$ cat src/rtl/tmr_cr_pkg.sv
package tmr_cr_pkg;
  // Register selection decoded from the bus address.
  typedef enum logic [1:0] {
    SEL_NONE = 2'd0,
    SEL_HI   = 2'd1,
    SEL_LO   = 2'd2
  } tmr_sel_e;

  localparam int unsigned TMR_CNT_W  = 16;
  localparam int unsigned TMR_BYTE_W = 8;
  localparam int unsigned TMR_PRE_W  = 2;
endpackage

$ cat src/rtl/tmr_cr_rst_sync.sv
module tmr_cr_rst_sync #(
  parameter int unsigned STAGES = 2
) (
  input  logic clk,
  input  logic rst_n,
  output logic rst_n_o
);
  logic [STAGES-1:0] sync_q;
  logic [STAGES-1:0] sync_d;

  always_comb begin
    sync_d = {sync_q[STAGES-2:0], 1'b1};
  end

  always_ff @(posedge clk or negedge rst_n) begin
    if (!rst_n) sync_q <= '0;
    else        sync_q <= sync_d;
  end

  assign rst_n_o = sync_q[STAGES-1];
endmodule

$ cat src/rtl/tmr_cr_prescaler.sv
module tmr_cr_prescaler #(
  parameter int unsigned PRE_W = tmr_cr_pkg::TMR_PRE_W
) (
  input  logic clk,
  input  logic rst_n,
  output logic tick
);
  localparam logic [PRE_W-1:0] PRE_TOP = {PRE_W{1'b1}};

  logic [PRE_W-1:0] pre_q;
  logic [PRE_W-1:0] pre_d;

  always_comb begin
    pre_d = pre_q + 1'b1;
  end

  always_ff @(posedge clk or negedge rst_n) begin
    if (!rst_n) pre_q <= '0;
    else        pre_q <= pre_d;
  end

  assign tick = (pre_q == PRE_TOP);

  // a tick never lasts two cycles in a row
  p_tick_spacing_r2: assert property (@(posedge clk) disable iff (!rst_n)
    tick |=> !tick);
endmodule

$ cat src/rtl/tmr_cr_counter.sv
module tmr_cr_counter #(
  parameter int unsigned     CNT_W   = tmr_cr_pkg::TMR_CNT_W,
  parameter logic [CNT_W-1:0] RST_VAL = 16'hFFFC
) (
  input  logic             clk,
  input  logic             rst_n,
  input  logic             tick,
  input  logic             ovf_clr,
  output logic [CNT_W-1:0] cnt,
  output logic             ovf
);
  localparam logic [CNT_W-1:0] CNT_TOP = {CNT_W{1'b1}};

  logic [CNT_W-1:0] cnt_q, cnt_d;
  logic             ovf_q, ovf_d;
  logic             cnt_en;
  logic             wrap;

  always_comb begin
    cnt_en = tick;
    wrap   = cnt_en && (cnt_q == CNT_TOP);
    cnt_d  = cnt_q;
    if (cnt_en) cnt_d = cnt_q + 1'b1;
    ovf_d = ovf_q;
    if (wrap)         ovf_d = 1'b1;
    else if (ovf_clr) ovf_d = 1'b0;
  end

  always_ff @(posedge clk or negedge rst_n) begin
    if (!rst_n) begin
      cnt_q <= RST_VAL;
      ovf_q <= 1'b0;
    end else begin
      cnt_q <= cnt_d;
      ovf_q <= ovf_d;
    end
  end

  assign cnt = cnt_q;
  assign ovf = ovf_q;

  p_step_r2: assert property (@(posedge clk) disable iff (!rst_n)
    tick |=> (cnt == $past(cnt) + 1'b1));
  p_idle_r2: assert property (@(posedge clk) disable iff (!rst_n)
    !tick |=> $stable(cnt));
  p_wrap_sets_r7: assert property (@(posedge clk) disable iff (!rst_n)
    (tick && (cnt == CNT_TOP)) |=> ovf);
  p_clear_r8: assert property (@(posedge clk) disable iff (!rst_n)
    (ovf_clr && !(tick && (cnt == CNT_TOP))) |=> !ovf);
  p_sticky_r7: assert property (@(posedge clk) disable iff (!rst_n)
    (ovf && !ovf_clr) |=> ovf);
endmodule

$ cat src/rtl/tmr_cr_lo_latch.sv
module tmr_cr_lo_latch #(
  parameter int unsigned BYTE_W = tmr_cr_pkg::TMR_BYTE_W
) (
  input  logic              clk,
  input  logic              rst_n,
  input  logic              cap_en,
  input  logic              rel_en,
  input  logic [BYTE_W-1:0] live_lo,
  output logic [BYTE_W-1:0] lo_view,
  output logic              frozen
);
  logic [BYTE_W-1:0] held_q, held_d;
  logic              frz_q, frz_d;
  logic              held_en;

  always_comb begin
    held_en = cap_en && !frz_q;
    held_d  = held_q;
    frz_d   = frz_q;
    if (held_en) begin
      held_d = live_lo;
      frz_d  = 1'b1;
    end else if (rel_en) begin
      frz_d  = 1'b0;
    end
  end

  always_ff @(posedge clk or negedge rst_n) begin
    if (!rst_n) begin
      held_q <= '0;
      frz_q  <= 1'b0;
    end else begin
      if (held_en) held_q <= held_d;
      frz_q <= frz_d;
    end
  end

  assign lo_view = frz_q ? held_q : live_lo;
  assign frozen  = frz_q;

  // a repeated capture request leaves the frozen byte alone
  p_hold_first_r5: assert property (@(posedge clk) disable iff (!rst_n)
    (frz_q && cap_en) |=> (frz_q && (lo_view == $past(lo_view))));
  p_capture_r5: assert property (@(posedge clk) disable iff (!rst_n)
    (!frz_q && cap_en) |=> (frz_q && (lo_view == $past(live_lo))));
  p_release_r6: assert property (@(posedge clk) disable iff (!rst_n)
    rel_en |=> !frz_q);
  p_excl_r6: assert property (@(posedge clk) disable iff (!rst_n)
    !(cap_en && rel_en));
endmodule

$ cat src/rtl/tmr_cr_decode.sv
module tmr_cr_decode #(
  parameter int unsigned        ADDR_W  = 8,
  parameter logic [ADDR_W-1:0]  HI_ADDR = 8'h1A,
  parameter logic [ADDR_W-1:0]  LO_ADDR = 8'h1B
) (
  input  logic [ADDR_W-1:0]  addr,
  input  logic               rd_en,
  output tmr_cr_pkg::tmr_sel_e sel
);
  always_comb begin
    sel = tmr_cr_pkg::SEL_NONE;
    if (rd_en) begin
      if (addr == HI_ADDR)      sel = tmr_cr_pkg::SEL_HI;
      else if (addr == LO_ADDR) sel = tmr_cr_pkg::SEL_LO;
    end
  end
endmodule

$ cat src/rtl/tmr_coherent_read.sv
module tmr_coherent_read #(
  parameter int unsigned ADDR_W  = 8,
  parameter logic [ADDR_W-1:0] HI_ADDR = 8'h1A,
  parameter logic [ADDR_W-1:0] LO_ADDR = 8'h1B,
  parameter logic [15:0] RST_VAL = 16'hFFFC
) (
  input  logic              clk,
  input  logic              rst_n,
  input  logic [ADDR_W-1:0] addr,
  input  logic              rd_en,
  input  logic              wr_en,
  input  logic [7:0]        wdata,
  input  logic              ovf_clr,
  output logic [7:0]        rdata,
  output logic              ovf_flag
);
  import tmr_cr_pkg::*;
  localparam int unsigned CNT_W  = TMR_CNT_W;
  localparam int unsigned BYTE_W = TMR_BYTE_W;

  logic               rst_i;
  logic               tick;
  logic [CNT_W-1:0]   cnt;
  logic               ovf;
  logic [BYTE_W-1:0]  lo_view;
  logic               frozen;
  tmr_sel_e           sel;
  logic [BYTE_W-1:0]  rd_d, rd_q;

  tmr_cr_rst_sync #(.STAGES(2)) u_rst (
    .clk(clk), .rst_n(rst_n), .rst_n_o(rst_i));

  tmr_cr_prescaler #(.PRE_W(TMR_PRE_W)) u_pre (
    .clk(clk), .rst_n(rst_i), .tick(tick));

  tmr_cr_counter #(.CNT_W(CNT_W), .RST_VAL(RST_VAL)) u_cnt (
    .clk(clk), .rst_n(rst_i), .tick(tick), .ovf_clr(ovf_clr),
    .cnt(cnt), .ovf(ovf));

  tmr_cr_decode #(.ADDR_W(ADDR_W), .HI_ADDR(HI_ADDR), .LO_ADDR(LO_ADDR)) u_dec (
    .addr(addr), .rd_en(rd_en), .sel(sel));

  tmr_cr_lo_latch #(.BYTE_W(BYTE_W)) u_lat (
    .clk(clk), .rst_n(rst_i),
    .cap_en(sel == SEL_HI), .rel_en(sel == SEL_LO),
    .live_lo(cnt[BYTE_W-1:0]), .lo_view(lo_view), .frozen(frozen));

  always_comb begin
    case (sel)
      SEL_HI:  rd_d = cnt[CNT_W-1 -: BYTE_W];
      SEL_LO:  rd_d = lo_view;
      default: rd_d = '0;
    endcase
  end

  always_ff @(posedge clk or negedge rst_i) begin
    if (!rst_i) rd_q <= '0;
    else        rd_q <= rd_d;
  end

  assign rdata    = rd_q;
  assign ovf_flag = ovf;

  // high-byte data follows the counter sampled with the strobe
  p_hi_read_r3: assert property (@(posedge clk) disable iff (!rst_i)
    (rd_en && addr == HI_ADDR) |=> (rdata == $past(cnt[CNT_W-1 -: BYTE_W])));
  p_idle_zero_r3: assert property (@(posedge clk) disable iff (!rst_i)
    !rd_en |=> (rdata == '0));
  // written data never reaches the low counter byte
  p_wr_data_r4: assert property (@(posedge clk) disable iff (!rst_i)
    (wr_en && !rd_en && !tick && (wdata != cnt[7:0])) |=> (cnt[7:0] != $past(wdata)));
  p_wr_latch_r4: assert property (@(posedge clk) disable iff (!rst_i)
    (wr_en && !rd_en) |=> (frozen == $past(frozen)));
  // reads leave the flag alone when no wrap occurs
  p_rd_flag_r9: assert property (@(posedge clk) disable iff (!rst_i)
    (rd_en && !ovf_clr && !(tick && cnt == '1)) |=> (ovf_flag == $past(ovf_flag)));
endmodule

$ cat config.mk
export PLATFORM = sky130hd
export DESIGN_NAME = tmr_coherent_read
export DESIGN_NICKNAME = d
export VERILOG_FILES = /design/src/rtl/tmr_cr_pkg.sv /design/src/rtl/tmr_cr_rst_sync.sv /design/src/rtl/tmr_cr_prescaler.sv /design/src/rtl/tmr_cr_counter.sv /design/src/rtl/tmr_cr_lo_latch.sv /design/src/rtl/tmr_cr_decode.sv /design/src/rtl/tmr_coherent_read.sv
export SDC_FILE = /design/constraint.sdc
export NUM_CORES = 1
export LEC_CHECK = 0
export ABC_AREA = 1
export BUFFER_PORTS_ARGS = -buffer_cell sky130_fd_sc_hd__buf_2
export CELL_PAD_IN_SITES_DETAIL_PLACEMENT = 2
export CELL_PAD_IN_SITES_GLOBAL_PLACEMENT = 2
export CORE_ASPECT_RATIO = 0.5
export CORE_UTILIZATION = 37
export CTS_BUF_LIST = sky130_fd_sc_hd__clkbuf_2 sky130_fd_sc_hd__clkbuf_4 sky130_fd_sc_hd__clkbuf_8
export DETAILED_ROUTE_END_ITERATION = 8
export PLACE_DENSITY_LB_ADDON = 0.1
export SETUP_SLACK_MARGIN = 0.1
export SLEW_MARGIN = 20
export SYNTH_ARGS = -nofsm -noshare
export SYNTH_HDL_FRONTEND = slang
export SYNTH_SLANG_ARGS = --single-unit
$ cat constraint.sdc
create_clock -name clk -period 2.75 [get_ports clk]
set_clock_uncertainty 0.2 [all_clocks]
set_input_delay 0.1375 -clock clk [delete_from_list [all_inputs] [get_ports clk]]
set_output_delay 0.1375 -clock clk [all_outputs]
set_load 0.01 [all_outputs]
==> flow_metrics.py <==
metrics = {
    "power_and_ir_drop": {
        "cellPowerDensity_nw_per_um2": 542.7,
        "irDropWorstVdd_mv": 0.1888,
        "p_leak_nw": 1.075,
    },
    "placed_design": {
        "postPlaceCellArea_sq_um": 2034,
        "dp_hpwl_um": 3765,
        "portBuffers": 20,
        "routabilityCongestion": 0.7383,
    },
    "die": {
        "num_io_pins": 30,
        "num_rows": 17,
        "core-area_sq_um": 4637,
        "fp.dieArea_sq_um": 5389,
        "initial_core_util_pct": 40.56,
        "die_w_um": 102.8,
        "fp.dieH_um": 52.41,
    },
    "logic_synthesis": {
        "synth_edf_count": 0,
        "synth_most_common_cell": "nand2_1",
        "yosysTopAreaCell": "dfrtp_1",
        "synthAdderAreaFrac_pct": 1.331,
        "synthMuxAreaShare_pct": 0,
        "synthTopCellsByArea": "dfrtp_1 (32%), dfstp_2 (20%), nand2_1 (14%)",
        "synth_common_cells": "nand2_1 (69), inv_1 (30), dfrtp_1 (24), dfstp_2 (14), o21ai_0 (14)",
        "synth_warnings": 0,
        "synthSimpleGateAreaFrac_pct": 29.81,
        "syn_inst": 219,
        "yosysTopAreaCellShare_pct": 31.94,
        "synthDistinctLibCells": 25,
        "ys_seq_area_share_pct": 51.50,
        "synth_nets": 242,
        "synth_top_family_by_area": "simple AND/OR/NAND/NOR gates",
        "synth_seq_cells": 38,
        "synth_compound_area_share_pct": 4.857,
        "syn_area_sq_um": 1881,
        "synth_xor_area_share_pct": 4.192,
        "synth-main-ff-cell": "dfrtp_1",
        "postSynth.asyncResetShare_pct": 100.0,
        "syn_avg_cell_area_sq_um": 8.587,
    },
    "clock_network": {
        "cts-root-buf": "clkbuf_8",
        "postCtsSetupBuffers": 0,
        "post_cts_resize_count": 0,
        "clk-insertion-delay-late_ns": 0.29,
        "cts_buffers": 5,
        "cts.sink_count": 38,
        "ctsHoldBuffers": 4,
        "cts_tree": "built",
        "htree_levels": 2,
        "clock_path_buffers": 2,
        "path_clk_slew_ns": 0.09,
    },
    "timing": {
        "hold_violations": 0,
        "fin_crit_sh_pct": 70.80,
        "fin_crit_ns": 1.947,
        "slew_viol_final": 0,
        "fmax_mhz": 513.6,
        "grt_setup_unrepaired": "no",
        "tns_ns": 0,
        "worst_pin_slew_ns": 0.5143,
        "setup_viol": 0,
        "relSlewSlack_pct": 65.71,
    },
    "final_layout": {
        "fin_area_sq_um": 2217,
        "layout-drive-gt1-share_pct": 25.91,
        "fill_cells": 533,
        "n_antenna_cell": 0,
        "area_growth_pct": 17.90,
        "fin_nets": 269,
    },
    "global_route": {
        "use_met1_pct": 31.23,
        "grt_usage_pct": 22.90,
        "antenna_found_initial": 0,
        "grt_max_degree": 37,
        "grt_pass1_wl_um": 8845,
        "gr-usage-met2_pct": 38.44,
        "grt_pass1_vias": 1722,
        "globalRouteMet3Util_pct": 5.200,
        "grt_busiest_layer": "met2",
        "grt_overflow": 0,
    },
    "routing": {
        "final_antenna_net_count": 0,
        "vias_per_cell": 4.843,
        "firstDrtPassIters": 4,
        "drcViolationCount": 0,
        "vias": 1516,
        "drtIter0Drc": 35,
        "wl_per_cell_um": 17.04,
        "routed_wl_um": 5334,
    },
    "setup_path": {
        "cp_max_fo": 15,
        "worstSetupEndpointType": "flop",
        "start_kind": "flop",
        "slowest_delay_ns": 0.58,
        "cp_top_family": "simple AND/OR/NAND/NOR gates",
        "arrival_ns": 1.92,
        "crit_type": "flop to flop",
        "crit_required_ns": 2.73,
        "critPathSlowestCell": "dfrtp_1",
        "critPathBufInv": 1,
        "crit_chain": "inv_1, nand4_1, nand2_1, nand2_1",
        "critPathMostFrequentCell": "nand2_1",
    },
    "run": {
        "cap_violations": 0,
    },
    "run_status": {
        "status": "finished clean",
    },
    "worst_hold_path": {
        "holdCritPathClass": "flop to async pin",
    },
}
[logic make-up after synthesis]
logic type | after synthesis
flip-flops | 38
AO/OA/AOI/OAI | 17
AND/OR/NAND/NOR | 116
other | 1
XOR/XNOR | 9
adder cells (fa/ha/maj) | 2
buffers and inverters | 36
[worst register-to-register path: stages, from the launching register on]
cell	delay [ns]
dfrtp_1	0.58
inv_1	0.38
nand4_1	0.42
nand2_1	0.18
nand2_1	0.07
[registers in the layout, indices dropped and copies added, names as in the netlist]
signal	cells
u_lat.frozen	1
u_lat.held_q	8
u_pre.pre_q	2
rdata	8
u_rst.sync_q	2
u_cnt.ovf	1
u_cnt.cnt	16
[cells in the final DEF, fill, tap and decap left out, drive strengths merged, types with 3 or more instances in the layout]
master	Yosys	layout
dfrtp	24	24
dfstp	14	14
clkbuf	0	6
buf	5	21
nand4	8	8
nand3	15	15
nor3	3	3
o21ai	16	16
nor2	13	13
xor2	9	9
dlygate4sd3	0	4
inv	31	31
nand2	75	75
[per-layer routing]
metal  vias up  share of wire [%]
met5         -                  0
met4         0               0.21
met3         2                3.4
met2        21                 48
met1       764                 49
li1        729                  -
[final timing paths]
kind                                       from  slack [ns]  cells past startpoint              end
worst max-delay path               u_lat.frozen        0.80                      4  u_lat.held_q[7]
max in group asynchronous                 rst_n        1.73                      3  u_rst.sync_q[0]
worst min register to register  u_rst.sync_q[1]        0.08                      1         rdata[3]
worst min-delay path            u_rst.sync_q[1]        0.08                      1         rdata[3]
worst max register to register     u_lat.frozen        0.80                      4  u_lat.held_q[7]
min in group clk                u_rst.sync_q[0]        0.16                      0  u_rst.sync_q[1]
[through the flow]
stage | cells | total power, mW | setup WS [ns] | utilization, % | hold slack, ns
after floorplan | 219 | 0.5965 | 1.344 | - | -0.3581
after detailed placement | 301 | 0.6140 | 0.7715 | 43.87 | -0.2760
after global routing | 313 | 1.243 | 0.6481 | 47.81 | 0.1423
final | 313 | 1.203 | 0.8029 | 47.81 | 0.07951
after global placement | 301 | 0.6124 | 0.8044 | 43.87 | -0.2770
after CTS | 313 | 1.218 | 0.7603 | 47.81 | 0.1089
[final cells by class]
| type | count | area [sq um] | area share [%] |
|---|---|---|---|
| Sequential cell | 38 | 968.4 | 43.68 |
| Multi-Input combinational cell | 145 | 759.5 | 34.26 |
| Timing Repair Buffer | 25 | 147.6 | 6.659 |
| Inverter | 31 | 116.4 | 5.248 |
| Clock buffer | 6 | 82.58 | 3.725 |
| Tap cell | 66 | 82.58 | 3.725 |
| Clock inverter | 2 | 60.06 | 2.709 |
[power by group]
group / internal (mW) / switching (mW) / total, mW / leakage, nW
registers: 0.562 / 0.00607 / 0.568 / 0.471
logic: 0.0138 / 0.0251 / 0.0389 / 0.532
clock network: 0.387 / 0.209 / 0.596 / 0.0714
total: 0.963 / 0.240 / 1.20 / 1.07
Note: power is estimated with default switching activity, not from simulation.
